===== src/rtl/dpm_pkg.sv =====
package dpm_pkg;

    typedef enum logic [0:0] {
        ST_ONE_LINE = 1'b0,
        ST_TWO_LINE = 1'b1
    } layout_state_e;

    typedef enum logic [1:0] {
        OFS_HOLD  = 2'd0,
        OFS_INC   = 2'd1,
        OFS_DEC   = 2'd2,
        OFS_CLEAR = 2'd3
    } ofs_op_e;

endpackage


===== src/rtl/dpm_scroll_ctrl.sv =====
module dpm_scroll_ctrl
    import dpm_pkg::*;
#(
    parameter int SPAN_ONE = 80,
    parameter int SPAN_TWO = 40,
    localparam int OFS_W   = $clog2(SPAN_ONE)
) (
    input  logic               clk,
    input  logic               rst_n,
    input  logic               dual_line,
    input  logic               scroll_left,
    input  logic               scroll_right,
    input  logic               scroll_reset,
    output layout_state_e      state_q,
    output logic [OFS_W-1:0]   ofs_q
);

    layout_state_e      state_d;
    ofs_op_e            op;
    logic               mode_change;
    logic [OFS_W:0]     span;
    logic [OFS_W-1:0]   ofs_d;

    // Next state: GO_DUAL, GO_SINGLE or STAY
    always_comb begin
        state_d = state_q;
        unique case (state_q)
            ST_ONE_LINE: if (dual_line)  state_d = ST_TWO_LINE;
            ST_TWO_LINE: if (!dual_line) state_d = ST_ONE_LINE;
        endcase
    end

    always_ff @(posedge clk) begin
        if (!rst_n) state_q <= ST_ONE_LINE;
        else        state_q <= state_d;
    end

    assign mode_change = (state_d != state_q);
    assign span = (state_q == ST_TWO_LINE) ? (OFS_W+1)'(SPAN_TWO) : (OFS_W+1)'(SPAN_ONE);

    always_comb begin
        if (scroll_reset || mode_change)        op = OFS_CLEAR;
        else if (scroll_left && !scroll_right)  op = OFS_INC;
        else if (scroll_right && !scroll_left)  op = OFS_DEC;
        else                                    op = OFS_HOLD;
    end

    always_comb begin
        ofs_d = ofs_q;
        unique case (op)
            OFS_HOLD:  ofs_d = ofs_q;
            OFS_INC:   ofs_d = ({1'b0, ofs_q} == span - 1'b1) ? '0 : ofs_q + 1'b1;
            OFS_DEC:   ofs_d = (ofs_q == '0) ? OFS_W'(span - 1'b1) : ofs_q - 1'b1;
            OFS_CLEAR: ofs_d = '0;
        endcase
    end

    always_ff @(posedge clk) begin
        if (!rst_n) ofs_q <= '0;
        else        ofs_q <= ofs_d;
    end

    assert_offset_in_span_R7: assert property (@(posedge clk) disable iff (!rst_n)
        ({1'b0, ofs_q} < span));

    assert_reset_clears_R8: assert property (@(posedge clk) disable iff (!rst_n)
        scroll_reset |=> (ofs_q == '0));

    assert_layout_switch_R10: assert property (@(posedge clk) disable iff (!rst_n)
        (dual_line != (state_q == ST_TWO_LINE)) |=>
            ((ofs_q == '0) && ((state_q == ST_TWO_LINE) == $past(dual_line))));

    assert_both_pulses_hold_R9: assert property (@(posedge clk) disable iff (!rst_n)
        (scroll_left && scroll_right && !scroll_reset &&
         (dual_line == (state_q == ST_TWO_LINE))) |=> $stable(ofs_q));

    assert_left_from_zero_R4: assert property (@(posedge clk) disable iff (!rst_n)
        (scroll_left && !scroll_right && !scroll_reset && (ofs_q == '0) &&
         (dual_line == (state_q == ST_TWO_LINE))) |=> (ofs_q == OFS_W'(1)));

endmodule


===== src/rtl/dpm_addr_calc.sv =====
module dpm_addr_calc
    import dpm_pkg::*;
#(
    parameter int ADDR_W     = 7,
    parameter int SPAN_ONE   = 80,
    parameter int SPAN_TWO   = 40,
    parameter int LINE2_BASE = 64,
    localparam int OFS_W     = $clog2(SPAN_ONE)
) (
    input  logic               clk,
    input  logic               rst_n,
    input  layout_state_e      state_q,
    input  logic [OFS_W-1:0]   ofs_q,
    input  logic               line_sel,
    input  logic [OFS_W-1:0]   col,
    output logic [ADDR_W-1:0]  addr_q
);

    logic [OFS_W:0]    span;
    logic [OFS_W:0]    sum;
    logic [OFS_W:0]    wrapped;
    logic [ADDR_W-1:0] base;
    logic [ADDR_W-1:0] addr_d;

    assign span = (state_q == ST_TWO_LINE) ? (OFS_W+1)'(SPAN_TWO) : (OFS_W+1)'(SPAN_ONE);

    always_comb begin
        sum     = {1'b0, col} + {1'b0, ofs_q};
        wrapped = (sum >= span) ? (sum - span) : sum;
        base    = (state_q == ST_TWO_LINE && line_sel) ? ADDR_W'(LINE2_BASE) : '0;
        addr_d  = ADDR_W'(wrapped) + base;
    end

    always_ff @(posedge clk) begin
        if (!rst_n) addr_q <= '0;
        else        addr_q <= addr_d;
    end

    assert_col_legal_R2: assert property (@(posedge clk) disable iff (!rst_n)
        ({1'b0, col} < span));

    assert_dual_window_R3: assert property (@(posedge clk) disable iff (!rst_n)
        (state_q == ST_TWO_LINE) |=>
            ((addr_q < ADDR_W'(SPAN_TWO)) ||
             ((addr_q >= ADDR_W'(LINE2_BASE)) && (addr_q < ADDR_W'(LINE2_BASE + SPAN_TWO)))));

    assert_single_window_R2: assert property (@(posedge clk) disable iff (!rst_n)
        (state_q == ST_ONE_LINE) |=> (addr_q < ADDR_W'(SPAN_ONE)));

    assert_registered_R11: assert property (@(posedge clk) disable iff (!rst_n)
        ($stable(col) && $stable(line_sel) && $stable(ofs_q) && $stable(state_q))
            |=> $stable(addr_q));

endmodule


===== src/rtl/disp_pos_mapper.sv =====
module disp_pos_mapper
    import dpm_pkg::*;
#(
    parameter int ADDR_W     = 7,
    parameter int SPAN_ONE   = 80,
    parameter int SPAN_TWO   = 40,
    parameter int LINE2_BASE = 64,
    localparam int COL_W     = $clog2(SPAN_ONE)
) (
    input  logic              clk,
    input  logic              rst_n,
    input  logic              dual_line,
    input  logic              scroll_left,
    input  logic              scroll_right,
    input  logic              scroll_reset,
    input  logic              line_sel,
    input  logic [COL_W-1:0]  col,
    output logic [ADDR_W-1:0] ram_addr
);

    layout_state_e    state_q;
    logic [COL_W-1:0] ofs_q;

    dpm_scroll_ctrl #(
        .SPAN_ONE (SPAN_ONE),
        .SPAN_TWO (SPAN_TWO)
    ) u_scroll (
        .clk          (clk),
        .rst_n        (rst_n),
        .dual_line    (dual_line),
        .scroll_left  (scroll_left),
        .scroll_right (scroll_right),
        .scroll_reset (scroll_reset),
        .state_q      (state_q),
        .ofs_q        (ofs_q)
    );

    dpm_addr_calc #(
        .ADDR_W     (ADDR_W),
        .SPAN_ONE   (SPAN_ONE),
        .SPAN_TWO   (SPAN_TWO),
        .LINE2_BASE (LINE2_BASE)
    ) u_calc (
        .clk      (clk),
        .rst_n    (rst_n),
        .state_q  (state_q),
        .ofs_q    (ofs_q),
        .line_sel (line_sel),
        .col      (col),
        .addr_q   (ram_addr)
    );

    assert_reset_state_R1: assert property (@(posedge clk)
        !rst_n |=> ((ram_addr == '0) && (ofs_q == '0) && (state_q == ST_ONE_LINE)));

endmodule


===== config.mk =====
export PLATFORM = sky130hd
export DESIGN_NAME = disp_pos_mapper
export DESIGN_NICKNAME = d
export VERILOG_FILES = /design/src/rtl/dpm_pkg.sv /design/src/rtl/dpm_scroll_ctrl.sv /design/src/rtl/dpm_addr_calc.sv /design/src/rtl/disp_pos_mapper.sv
export SDC_FILE = /design/constraint.sdc
export NUM_CORES = 1
export LEC_CHECK = 0
export ABC_AREA = 1
export BUFFER_PORTS_ARGS = -buffer_cell sky130_fd_sc_hd__clkbuf_2
export CELL_PAD_IN_SITES_DETAIL_PLACEMENT = 0
export CELL_PAD_IN_SITES_GLOBAL_PLACEMENT = 1
export CORE_UTILIZATION = 43
export DETAILED_ROUTE_END_ITERATION = 10
export GPL_ROUTABILITY_DRIVEN = 0
export PLACE_DENSITY = 0.93
export SLEW_MARGIN = 20
export SYNTH_ARGS = -nofsm -noshare
export SYNTH_HDL_FRONTEND = slang
export SYNTH_SLANG_ARGS = --single-unit

===== constraint.sdc =====
create_clock -name clk -period 7.2 [get_ports clk]
set_clock_uncertainty 0.05 [all_clocks]
set_input_delay 1.08 -clock clk [delete_from_list [all_inputs] [get_ports clk]]
set_output_delay 1.08 -clock clk [all_outputs]
set_load 0.02 [all_outputs]

Yosys cells after proc, flatten, opt, wreduce, memory -nomap -nowiden. Index checks and enable logic that the tools add are counted.

Multiplexer cells: 10. Magnitude comparators: 1. $add $sub $neg: 6. Reductions and logical operators: 8. Equal/unequal tests: 5.

Operators with widths (count): two-way mux 7 bit (5); one-hot mux 7 bit (3 select lines) (1); adder 7 x 7 -> 8 bit (1); equality test 7 x 8 -> 1 bit (1); greater-or-equal comparator 8 x 7 -> 1 bit (1); subtractor 8 x 1 -> 8 bit (second input constant) (1); adder 7 x 1 -> 7 bit (second input constant) (1); adder 7 bit (1); zero test 7 bit (1); subtractor 7 x 1 -> 7 bit (second input constant) (1); subtractor 7 bit (1); two-way mux 2 bit (3); equality test 2 bit (second input constant) (2); logical AND 1 bit (3); equality test 2 x 1 -> 1 bit (second input constant) (1); zero test 1 bit (2); zero test 2 bit (1); logical OR 1 bit (1); two-way mux 1 bit (1); != test 1 bit (1).

Logic and storage cells: 33. Register bits after elaboration: 15. Bits of input ports: 14.

Depth between registers and ports, before layout.
Depth in word-level cells: 7. Gate-level depth with buffers: 18. Depth with buffers taken out: 18.

Modules after synthesis. From an unflattened synthesis, not the netlist that was laid out.

Cell total of the unflattened synthesis: 253. Area total of the unflattened synthesis: 1560.2 µm².

Modules (own cells, without submodules): dpm_scroll_ctrl (cells each 147, area each 860.8 µm², times used 1, sequential area each 160.2 µm²); dpm_addr_calc (cells each 106, area each 699.4 µm², times used 1, sequential area each 140.1 µm²).

Worst setup path after synthesis. OpenSTA, ideal clock, no wires.

Kind: in2reg. From: in col[0]. To: reg u_calc.addr_q[6]. Stages: 17. Slack: 3.911 ns. Setup time: 0.115 ns. Arrival time: 3.124 ns. Cells stage by stage: ha_1 -> fa_1 -> inv_1 -> o21bai_1 -> xor2_1 -> inv_1 -> ha_1 -> nand2_1 -> clkinv_1 -> nand2_1 -> a21oi_1 -> nor2_2 -> nand2_1 -> nand2_1 -> nand3_1 -> nand2_1 -> nor2_1.

Cells in the longest elaborated chain, start to end: 4. Elaborated cells between the ends (all ways): 5.

RTL lines: from (decl) (line disp_pos_mapper.sv:17) `input logic [COL_W-1:0] col,`; adder 7 x 7 -> 8 bit * (line dpm_addr_calc.sv:28) `sum = {1'b0, col} + {1'b0, ofs_q};`; subtractor 7 bit / greater-or-equal comparator 8 x 7 -> 1 bit (equally long branches) (line dpm_addr_calc.sv:29) `wrapped = (sum >= span) ? (sum - span) : sum;`; two-way mux 7 bit * (line dpm_addr_calc.sv:29); adder 7 bit * (line dpm_addr_calc.sv:31) `addr_d = ADDR_W'(wrapped) + base;`; to (signal assigned) (line dpm_addr_calc.sv:36) `else addr_q <= addr_d;`; to (decl) (line dpm_addr_calc.sv:16) `output logic [ADDR_W-1:0] addr_q`.

Mark *: on every way between the ends. The rest lies on a longest branch, timed or not. A chain may end at the register's enable or synchronous reset.

Worst setup path after layout. Same ends and word-level chain as after synthesis.

==> reports/results.ini <==
[status]
status=completed

[final_layout]
antenna_cells=0
final_util_pct=51.2
fin_nets=259
syn_to_final_growth_pct=12.9
fill_cells=328
multi_input_area_um2=937
layout_commonest_cell=nand2_1
postLayoutCellArea_um2=1560
drive_gt1_share_pct=18.3
final-seq-area_um2=300
final_cell_mix=46 x nand2_1, 30 x inv_1, 20 x nand3_1, 20 x clkbuf_2, 17 x nor2_1

[global_routing]
grt_pass1_wl_um=5200
grt_overflow=0
grt_pass1_vias=1162
busiest_layer=met2
grt_use_met1_pct=28.1
grt_max_degree=15
met2_usage_pct=30.2
grt_usage_pct=20.0
use_met3_pct=5.27
grt_antenna_before_repair=0

[critical_path]
end_kind=register
worstPathRequired_ns=7.35
crit_slowest_cell=fa_1
crit_top_cell=nand2_1
crit_arrival_ns=3.44
worst_setup_path_start_kind=input pin
cp_slowest_stage_delay_ns=0.42
crit_family=adder cells
cp_cell_sequence=clkbuf_2 -> ha_1 -> fa_1 -> inv_1 -> o21bai_1 -> xor2_1 -> inv_1 -> ha_1 -> nand2_1 -> clkinv_1 -> nand2_1 -> a21oi_1 -> nor2_2 -> nand2_1 -> nand2_1 -> nand3_1 -> nand2_1 -> nor2_1
crit_path_max_fanout=5
crit_buf_inv=4
crit_type=input pin to register

[pwr]
p_total_w=0.000262
leakage_nw=0.854
vdd_drop_max_mv=0.107
powerDensity_nw_per_um2=168

[floorplanning]
die_area_um2=3450
ios=21
die-height_um=58.7
rows=20
core_um2=3050
die_width_um=58.7
start_util_pct=45.3

[timing]
fin_crit_sh_pct=45.7
final.setup.tns_ns=0
drv_slew=0
fin_hold_ws_ns=0.546
tightestPinTransition_ns=0.355
slew_headroom_pct=76.3
max_freq_mhz=304
rsz0062_at_grt=no
finalHoldViolCount=0
period_minus_slack_ns=3.29
finalSetupViolCount=0

[place]
port-buffer-count=20
dpl_cell_area_um2=1540
post-dp-hpwl_um=2340

[drt]
viasPerCell=4.84
avgRoutedWirePerCell_um=11.0
via_count=1320
dr.pass1.iters=4
drt-total-wl_um=3010
drt_iter0_drc=40
ant_nets=0
drc=0

[cts]
cts_resized=0
cts_tree=done
cts_max_level=1
clock_latency_ns=0.30
clockRootBuffer=clkbuf_4
postCtsSetupRepairBufs=0
cts_buffer_depth=2
clock-sinks=15
cts_inserted_buffers=3
cts_hold_buf=0
path_clk_slew_ns=0.10

[synth]
ys_types=30
syn-instance-count=206
syn_nets=235
synthTopCellsByArea=dfxtp_1 22%, nand2_1 12%, ha_1 12%, inv_1 8.1%, nand3_1 7.2%
synth.avg_cell_area_um2=6.72
yosysTopAreaCell=dfxtp_1
syn_area_um2=1380
synth-seq-cells=15
synth_top_area_share_pct=21.7
yosysWarnings=0
synth_seq_area_share_pct=21.7

[worst_hold_path]
hp-class=register to register

[run]
maxCapViolCount=0

==> power breakdown <==
| part | total (W) | internal (W) | switching, W |
|---|---|---|---|
| combinational | 0.000111 | 0.0000410 | 0.0000696 |
| clock | 0.0000523 | 0.0000207 | 0.0000316 |
| sequential | 0.0000990 | 0.0000923 | 0.00000672 |
==> through the flow <==
stage               setup WS [ns]  cells
detailed placement           3.60    269
global route                 3.61    273
finish                       3.91    273
floorplan                    3.91    206
CTS                          3.92    273
global placement             3.68    269
==> kinds of logic (layout without fill, tap and decap cells) <==
group,count (synthesis),count (layout),synth area share [%]
buffers and inverters,39,62,10.6
XOR/XNOR,10,10,6.33
AND/OR/NAND/NOR,94,94,31.2
adder cells (fa/ha/maj),15,15,14.6
flip-flops,15,15,21.7
AO/OA/AOI/OAI,33,33,15.6
==> Yosys cell counts <==
library cell  count
nor3_1            3
nand4_1           1
o22ai_1           2
a21oi_4           2
ha_1             13
nor2_2            2
o21bai_1          1
a21oi_1          12
nor2_8            1
dfxtp_1          15
nor3_4            1
fa_1              2
o21ai_0           5
nor2_1           17
inv_2             7
nand2_1          46
o21ai_2           2
nand3_1          20
o21ai_1           6
a31oi_1           1
clkbuf_1          1
xor2_1            8
xnor2_1           2
nand2_4           1
o21ai_4           1
clkinv_1          1
inv_1            30
nand2_2           1
o211ai_1          1
nand3b_1          1
==> final timing paths <==
| path | start | endpoint | slack [ns] | cells after the start |
|---|---|---|---|---|
| min | u_scroll.ofs_q[1] | u_scroll.ofs_q[1] | 0.55 | 2 |
| max | col[0] | u_calc.addr_q[6] | 3.91 | 18 |
| min reg2reg | u_scroll.ofs_q[1] | u_scroll.ofs_q[1] | 0.55 | 2 |
| max reg2reg | u_scroll.ofs_q[3] | u_calc.addr_q[6] | 4.39 | 17 |
==> registers in the layout, summed over array words and instances (netlist names) <==
name / cells
u_scroll.ofs_q: 7
u_calc.addr_q: 7
u_scroll.state_q: 1
==> final cells by class <==
class                      instances  share of cell area [%]
multi-input combinational        152                    60.0
sequential                        15                    19.2
inverter                          38                    9.13
timing repair buffer              20                    6.41
tap                               44                    3.52
clock buffer                       3                    1.44
clock inverter                     1                   0.320
==> worst min-delay path: stages (launching register included) <==
cell	delay [ns]
dfxtp_1	0.39
nor2_1	0.13
nor3_1	0.05
==> per-layer routing <==
metal / part of all wire (%) / up-vias
li1: - / 713
met1: 52 / 580
met2: 43 / 22
met3: 3.4 / 5
met4: 1.1 / 0
met5: 0 / -
Note: power is estimated with default switching activity, not from simulation.
